$ cat src/rtl/spi_burst_xchg.sv
module spi_burst_xchg #(
  parameter int TX_DEPTH = 4,
  parameter int RX_DEPTH = 4,
  parameter int LEN_W    = 10
) (
  input  logic        clk,
  input  logic        rst_n,
  input  logic        shift_tick,
  input  logic        reg_wr,
  input  logic        reg_rd,
  input  logic [1:0]  reg_addr,
  input  logic [31:0] reg_wdata,
  output logic [31:0] reg_rdata,
  output logic        sclk,
  output logic        cs_n,
  output logic        mosi,
  input  logic        miso
);

  localparam int TAW = (TX_DEPTH > 1) ? $clog2(TX_DEPTH) : 1;
  localparam int RAW = (RX_DEPTH > 1) ? $clog2(RX_DEPTH) : 1;
  localparam int TCW = $clog2(TX_DEPTH + 1);
  localparam int RCW = $clog2(RX_DEPTH + 1);
  localparam logic [TCW-1:0] TX_FULL = TCW'(TX_DEPTH);
  localparam logic [RCW-1:0] RX_FULL = RCW'(RX_DEPTH);
  localparam logic [TAW-1:0] TX_LAST = TAW'(TX_DEPTH - 1);
  localparam logic [RAW-1:0] RX_LAST = RAW'(RX_DEPTH - 1);
  localparam logic [1:0] A_TX = 2'd0, A_RX = 2'd1, A_CTRL = 2'd2, A_STAT = 2'd3;

  logic [31:0]    tx_mem [TX_DEPTH];
  logic [31:0]    rx_mem [RX_DEPTH];
  logic [TAW-1:0] tx_wp, tx_rp;
  logic [RAW-1:0] rx_wp, rx_rp;
  logic [TCW-1:0] tx_cnt;
  logic [RCW-1:0] rx_cnt;

  logic             en_q, run_q, tail_q, done_q, ovf_q;
  logic [LEN_W-1:0] len_q;
  logic [LEN_W:0]   bits_left;
  logic [5:0]       wcnt;
  logic [31:0]      tx_sr;
  logic [30:0]      rx_sr;
  logic [31:0]      ctrl_rd;

  wire busy      = run_q | tail_q;
  wire ctrl_wr   = reg_wr && reg_addr == A_CTRL && !busy;
  wire stat_wr   = reg_wr && reg_addr == A_STAT;
  wire start     = ctrl_wr && reg_wdata[0] && reg_wdata[1];
  wire rise      = run_q && shift_tick && !sclk;
  wire fall      = run_q && shift_tick && sclk;
  wire last_fall = fall && bits_left == (LEN_W+1)'(1);
  wire finish    = tail_q && shift_tick;
  wire word_end  = fall && !last_fall && wcnt == 6'd1;

  wire [LEN_W-1:0] new_len = reg_wdata[8 +: LEN_W];
  wire [5:0]       first_n = {1'b0, new_len[4:0]} + 6'd1;

  wire        tx_push = reg_wr && reg_addr == A_TX && tx_cnt != TX_FULL;
  wire        tx_pop  = (start || word_end) && tx_cnt != '0;
  wire [31:0] tx_word = (tx_cnt != '0) ? tx_mem[tx_rp] : 32'd0;

  wire [31:0] rx_word = {rx_sr, miso};
  wire        rx_push = rise && wcnt == 6'd1;
  wire        rx_pop  = reg_rd && reg_addr == A_RX && rx_cnt != '0;
  wire        rx_take = rx_push && (rx_cnt != RX_FULL || rx_pop);
  wire        rx_drop = rx_push && !rx_take;

  assign mosi = run_q & tx_sr[31];

  always_comb begin
    ctrl_rd = '0;
    ctrl_rd[0] = en_q;
    ctrl_rd[1] = busy;
    ctrl_rd[8 +: LEN_W] = len_q;
  end

  always_comb begin
    case (reg_addr)
      A_RX:    reg_rdata = (rx_cnt != '0) ? rx_mem[rx_rp] : 32'd0;
      A_CTRL:  reg_rdata = ctrl_rd;
      A_STAT:  reg_rdata = {30'd0, ovf_q, done_q};
      default: reg_rdata = 32'd0;
    endcase
  end

  always_ff @(posedge clk) begin
    if (tx_push) tx_mem[tx_wp] <= reg_wdata;
    if (rx_take) rx_mem[rx_wp] <= rx_word;
  end

  always_ff @(posedge clk or negedge rst_n) begin
    if (!rst_n) begin
      tx_wp <= '0; tx_rp <= '0; tx_cnt <= '0;
      rx_wp <= '0; rx_rp <= '0; rx_cnt <= '0;
    end else begin
      if (tx_push) tx_wp <= (tx_wp == TX_LAST) ? '0 : tx_wp + 1'b1;
      if (tx_pop)  tx_rp <= (tx_rp == TX_LAST) ? '0 : tx_rp + 1'b1;
      if (rx_take) rx_wp <= (rx_wp == RX_LAST) ? '0 : rx_wp + 1'b1;
      if (rx_pop)  rx_rp <= (rx_rp == RX_LAST) ? '0 : rx_rp + 1'b1;
      tx_cnt <= tx_cnt + TCW'(tx_push) - TCW'(tx_pop);
      rx_cnt <= rx_cnt + RCW'(rx_take) - RCW'(rx_pop);
    end
  end

  always_ff @(posedge clk or negedge rst_n) begin
    if (!rst_n) begin
      en_q <= 1'b0; len_q <= '0; run_q <= 1'b0; tail_q <= 1'b0;
      done_q <= 1'b0; ovf_q <= 1'b0; sclk <= 1'b0; cs_n <= 1'b1;
      bits_left <= '0; wcnt <= '0; tx_sr <= '0; rx_sr <= '0;
    end else begin
      if (ctrl_wr) begin
        en_q  <= reg_wdata[0];
        len_q <= new_len;
      end
      if (start) begin
        run_q     <= 1'b1;
        cs_n      <= 1'b0;
        bits_left <= {1'b0, new_len} + (LEN_W+1)'(1);
        wcnt      <= first_n;
        tx_sr     <= tx_word << (6'd32 - first_n);
        rx_sr     <= '0;
      end else if (rise) begin
        sclk  <= 1'b1;
        rx_sr <= rx_push ? '0 : rx_word[30:0];
      end else if (fall) begin
        sclk      <= 1'b0;
        bits_left <= bits_left - (LEN_W+1)'(1);
        if (last_fall) begin
          run_q  <= 1'b0;
          tail_q <= 1'b1;
        end else if (wcnt == 6'd1) begin
          wcnt  <= 6'd32;
          tx_sr <= tx_word;
        end else begin
          wcnt  <= wcnt - 6'd1;
          tx_sr <= {tx_sr[30:0], 1'b0};
        end
      end else if (finish) begin
        tail_q <= 1'b0;
        cs_n   <= 1'b1;
      end
      done_q <= finish  | (done_q & ~(stat_wr & reg_wdata[0]));
      ovf_q  <= rx_drop | (ovf_q  & ~(stat_wr & reg_wdata[1]));
    end
  end

endmodule

$ cat config.mk
export PLATFORM = sky130hd
export DESIGN_NAME = spi_burst_xchg
export DESIGN_NICKNAME = d
export VERILOG_FILES = /design/src/rtl/spi_burst_xchg.sv
export SDC_FILE = /design/constraint.sdc
export NUM_CORES = 1
export LEC_CHECK = 0
export BUFFER_PORTS_ARGS = -buffer_cell sky130_fd_sc_hd__buf_4
export CORE_MARGIN = 2
export CORE_UTILIZATION = 50
export DETAILED_ROUTE_END_ITERATION = 7
export PLACE_DENSITY = 0.78
export REMOVE_ABC_BUFFERS = 1
export SLEW_MARGIN = 5
export SYNTH_ARGS = -nofsm -noshare
export SYNTH_HDL_FRONTEND = slang
export SYNTH_SLANG_ARGS = --single-unit
export TNS_END_PERCENT = 10
$ cat constraint.sdc
create_clock -name clk -period 4.28 [get_ports clk]
set_input_delay 0.428 -clock clk [delete_from_list [all_inputs] [get_ports clk]]
set_output_delay 0.428 -clock clk [all_outputs]
set_load 0.005 [all_outputs]
==> impl_metrics.csv <==
group,metric,value,unit
synth,synth_flop_cell,"edfxtp_1",
critical_path,endpoint,"tx_cnt[2]",
route,dr_total_vias,10444,
power_and_ir_drop,power.total,0.01160,W
synth,synth_seq_cells,367,
clocking,cts_buffers,39,
synth,synth_cell_type_count,63,
sta,whs,-0.01474,ns
die,die_h,185.8,microns
route,routedWlPerCell,24.65,microns
sta,postLayoutSetupSlackWorst,0.7275,ns
min_path,hold_path.class,"input pin to async pin",
route,drc,0,
clocking,cts_root_buf,"clkbuf_16",
sta,rsz0062_at_grt,"no",
clocking,htreeDepth,2,
die,dieWidth,185.8,microns
power_and_ir_drop,powerDensity,611.7,mW/mm^2
synth,synth_edf_count,256,
sta,slew_viol_final,0,
global_route,grt_max_degree,63,
finish,fillers,2464,
global_route,grt_pass1_wl,62160,microns
clocking,cts_setup_buffers,0,
finish,synthToLayoutAreaGrowth,14.74,%
synth,syn-cell-area,0.01653,sq mm
synth,syn-mean-instance-area,15.08,sq um
place,gp_congestion,0.9490,
flow_run,max_cap_viol_count,0,
finish,drive_gt1_share,23.58,%
global_route,grt_pass1_vias,10552,
critical_path,crit_start,"run_q",
global_route,gr-total-overflow,0,
synth,synthMostInstantiatedCell,"edfxtp_1",
clocking,clockBufferDepth,3,
synth,async_flop_share,30.25,%
route,routed_wl,40480,microns
synth,synth_top_area_cell,"edfxtp_1",
synth,synthCells,1096,
power_and_ir_drop,max-vdd-ir-drop,389.7,uV
die,initial_core_util,50.79,%
critical_path,crit_fanout,19,
synth,synth-seq-area-share,63.33,%
die,io_pins,75,
critical_path,required,4.73,ns
outcome,outcome,"finished with violations",
place,io_buffer_count,74,
place,dp_slack,0.8345,ns
route,drt_iter0_markers,1167,
clocking,path_clk_slew,0.06,ns
route,first_pass_iters,6,
critical_path,reg2reg_depth,14,
route,vias_per_cell,6.361,
sta,clock_skew,0.02383,ns
critical_path,rr_startpoint,"run_q",
route,ant_nets,0,
clocking,cts_tree,"done",
critical_path,ff2ff_setup_slack,0.73,ns
place,hpwl,25490,microns
critical_path,cp.arrival,4.00,ns
outcome,violations,"hold timing",
sta,tightest_slew,1.062,ns
critical_path,cp-end-kind,"flop",
sta,max-slew-margin-rel,29.21,%
die,die_area,0.03452,sq mm
finish,antenna_cells,0,
sta,timing.final.hold_violations,4,
critical_path,setup.worst_path.start_class,"flop",
global_route,antenna_found_initial,0,
sta,clock.fmax,281.5,MHz
global_route,grt_usage,23.94,%
clocking,clkLatencyLatePin,0.54,ns
die,rows,66,
finish,area.sequential,0.01047,sq mm
critical_path,critPathKind,"flop to flop",
sta,fin_tns_setup,0,ns
clocking,cts.sinks,367,
critical_path,reg2reg_to,"tx_cnt[2]",
die,core_area,0.03254,sq mm
power_and_ir_drop,p_leak,7.090,nW
synth,synth_top_area_share,46.52,%
sta,fin_crit_sh,83.00,%
finish,multi_input_area,0.005703,sq mm
clocking,cts_resized,0,
sta,setup_viol,0,
synth,synth_commonest_cells,"edfxtp_1, dfrtp_1, mux4_2",
sta,min_period,3.553,ns
finish,nets,1231,
synth,netlist_top_cells_area,"edfxtp_1, dfrtp_1, mux4_2",
synth,yosysWarnings,0,
clocking,cts-hold-fix-buffers,0,
-- worst min-delay path by stage --
stage | startpoint | endpoint | slack [ns]
2_1_floorplan | rst_n | bits_left[0] | 0.13
3_3_place_gp | tx_sr[7] | tx_sr[7] | 0.47
3_5_place_dp | tx_sr[22] | tx_sr[22] | 0.48
4_1_cts | rst_n | rx_sr[19] | 0.06
5_1_grt | reg_wdata[29] | tx_mem[1][29] | 0.09
6_report | rst_n | rx_sr[25] | -0.01
-- worst max-delay path: stages, from the launching register on --
cell and delay, ns:
dfrtp_1 0.43, or2_2 0.33, nor3_1 0.18, buf_4 0.24, nand3_1 0.13, buf_4 0.23
nand2_1 0.27, and3_1 0.36, ha_1 0.28, inv_1 0.06, ha_1 0.14, inv_1 0.05
fa_1 0.38, xnor2_1 0.21, xnor2_1 0.17
-- through the flow --
step / std cells / util [%] / instance area, sq um
6_report: 1642 / 58.28 / 18960
5_1_grt: 1642 / 58.28 / 18960
4_1_cts: 1642 / 58.28 / 18960
3_5_place_dp: 1571 / 54.19 / 17630
3_3_place_gp: 1571 / 54.19 / 17630
2_1_floorplan: 1020 / - / 16210
-- layout by cell type (no fill, tap or decap), types with 18 or more instances in the layout --
cell / count
a21oi_1: 22
a221o_1: 22
a22o_1: 54
a22oi_1: 25
a32o_1: 18
and2_1: 33
buf_4: 108
clkbuf_16: 40
dfrtp_1: 108
edfxtp_1: 256
ha_1: 19
inv_1: 20
mux2_2: 23
mux4_2: 74
nand2_1: 54
nor2_1: 62
o21ai_0: 36
-- cells by family after synthesis --
group | share of synthesized area (%)
multiplexers | 13.14
buffers and inverters | 2.385
adder cells (fa/ha/maj) | 1.681
XOR/XNOR | 1.060
AO/OA/AOI/OAI | 12.08
AND/OR/NAND/NOR | 6.322
flip-flops | 63.33
-- layer usage --
| layer | track usage, % | share of wire [%] | vias up | routed length (microns) |
|---|---|---|---|---|
| li1 | - | - | 4530 | - |
| met1 | 33.41 | 40 | 5310 | 16290 |
| met2 | 37.58 | 48 | 507 | 19380 |
| met3 | 4.657 | 8.6 | 97 | 3497 |
| met4 | 9.102 | 3.2 | 0 | 1313 |
| met5 | 0 | 0 | - | 0 |
-- layout make-up --
cell class,count,area share (%)
clock buffer,53,5.747
clock inverter,18,1.274
inverter,20,0.3959
multi-input combinational,633,30.08
sequential,367,55.21
tap,442,2.917
timing repair buffer,109,4.381
-- registers in the layout, indices dropped and copies added (netlist names) --
register	flops
tail_q	1
run_q	1
tx_wp	2
rx_cnt	3
rx_mem	128
tx_rp	2
bits_left	11
tx_cnt	3
rx_rp	2
done_q	1
sclk	1
ovf_q	1
rx_wp	2
en_q	1
tx_mem	128
rx_sr	31
wcnt	6
cs_n	1
len_q	10
tx_sr	32
-- where the power goes --
part | internal (W) | switching (W) | leakage, nW
Clock | 0.00210 | 0.00138 | 0.638
Sequential | 0.00427 | 0.000506 | 3.89
Combinational | 0.00155 | 0.00180 | 2.56
Total | 0.00792 | 0.00368 | 7.09
Power figures use the tool's default switching activity.
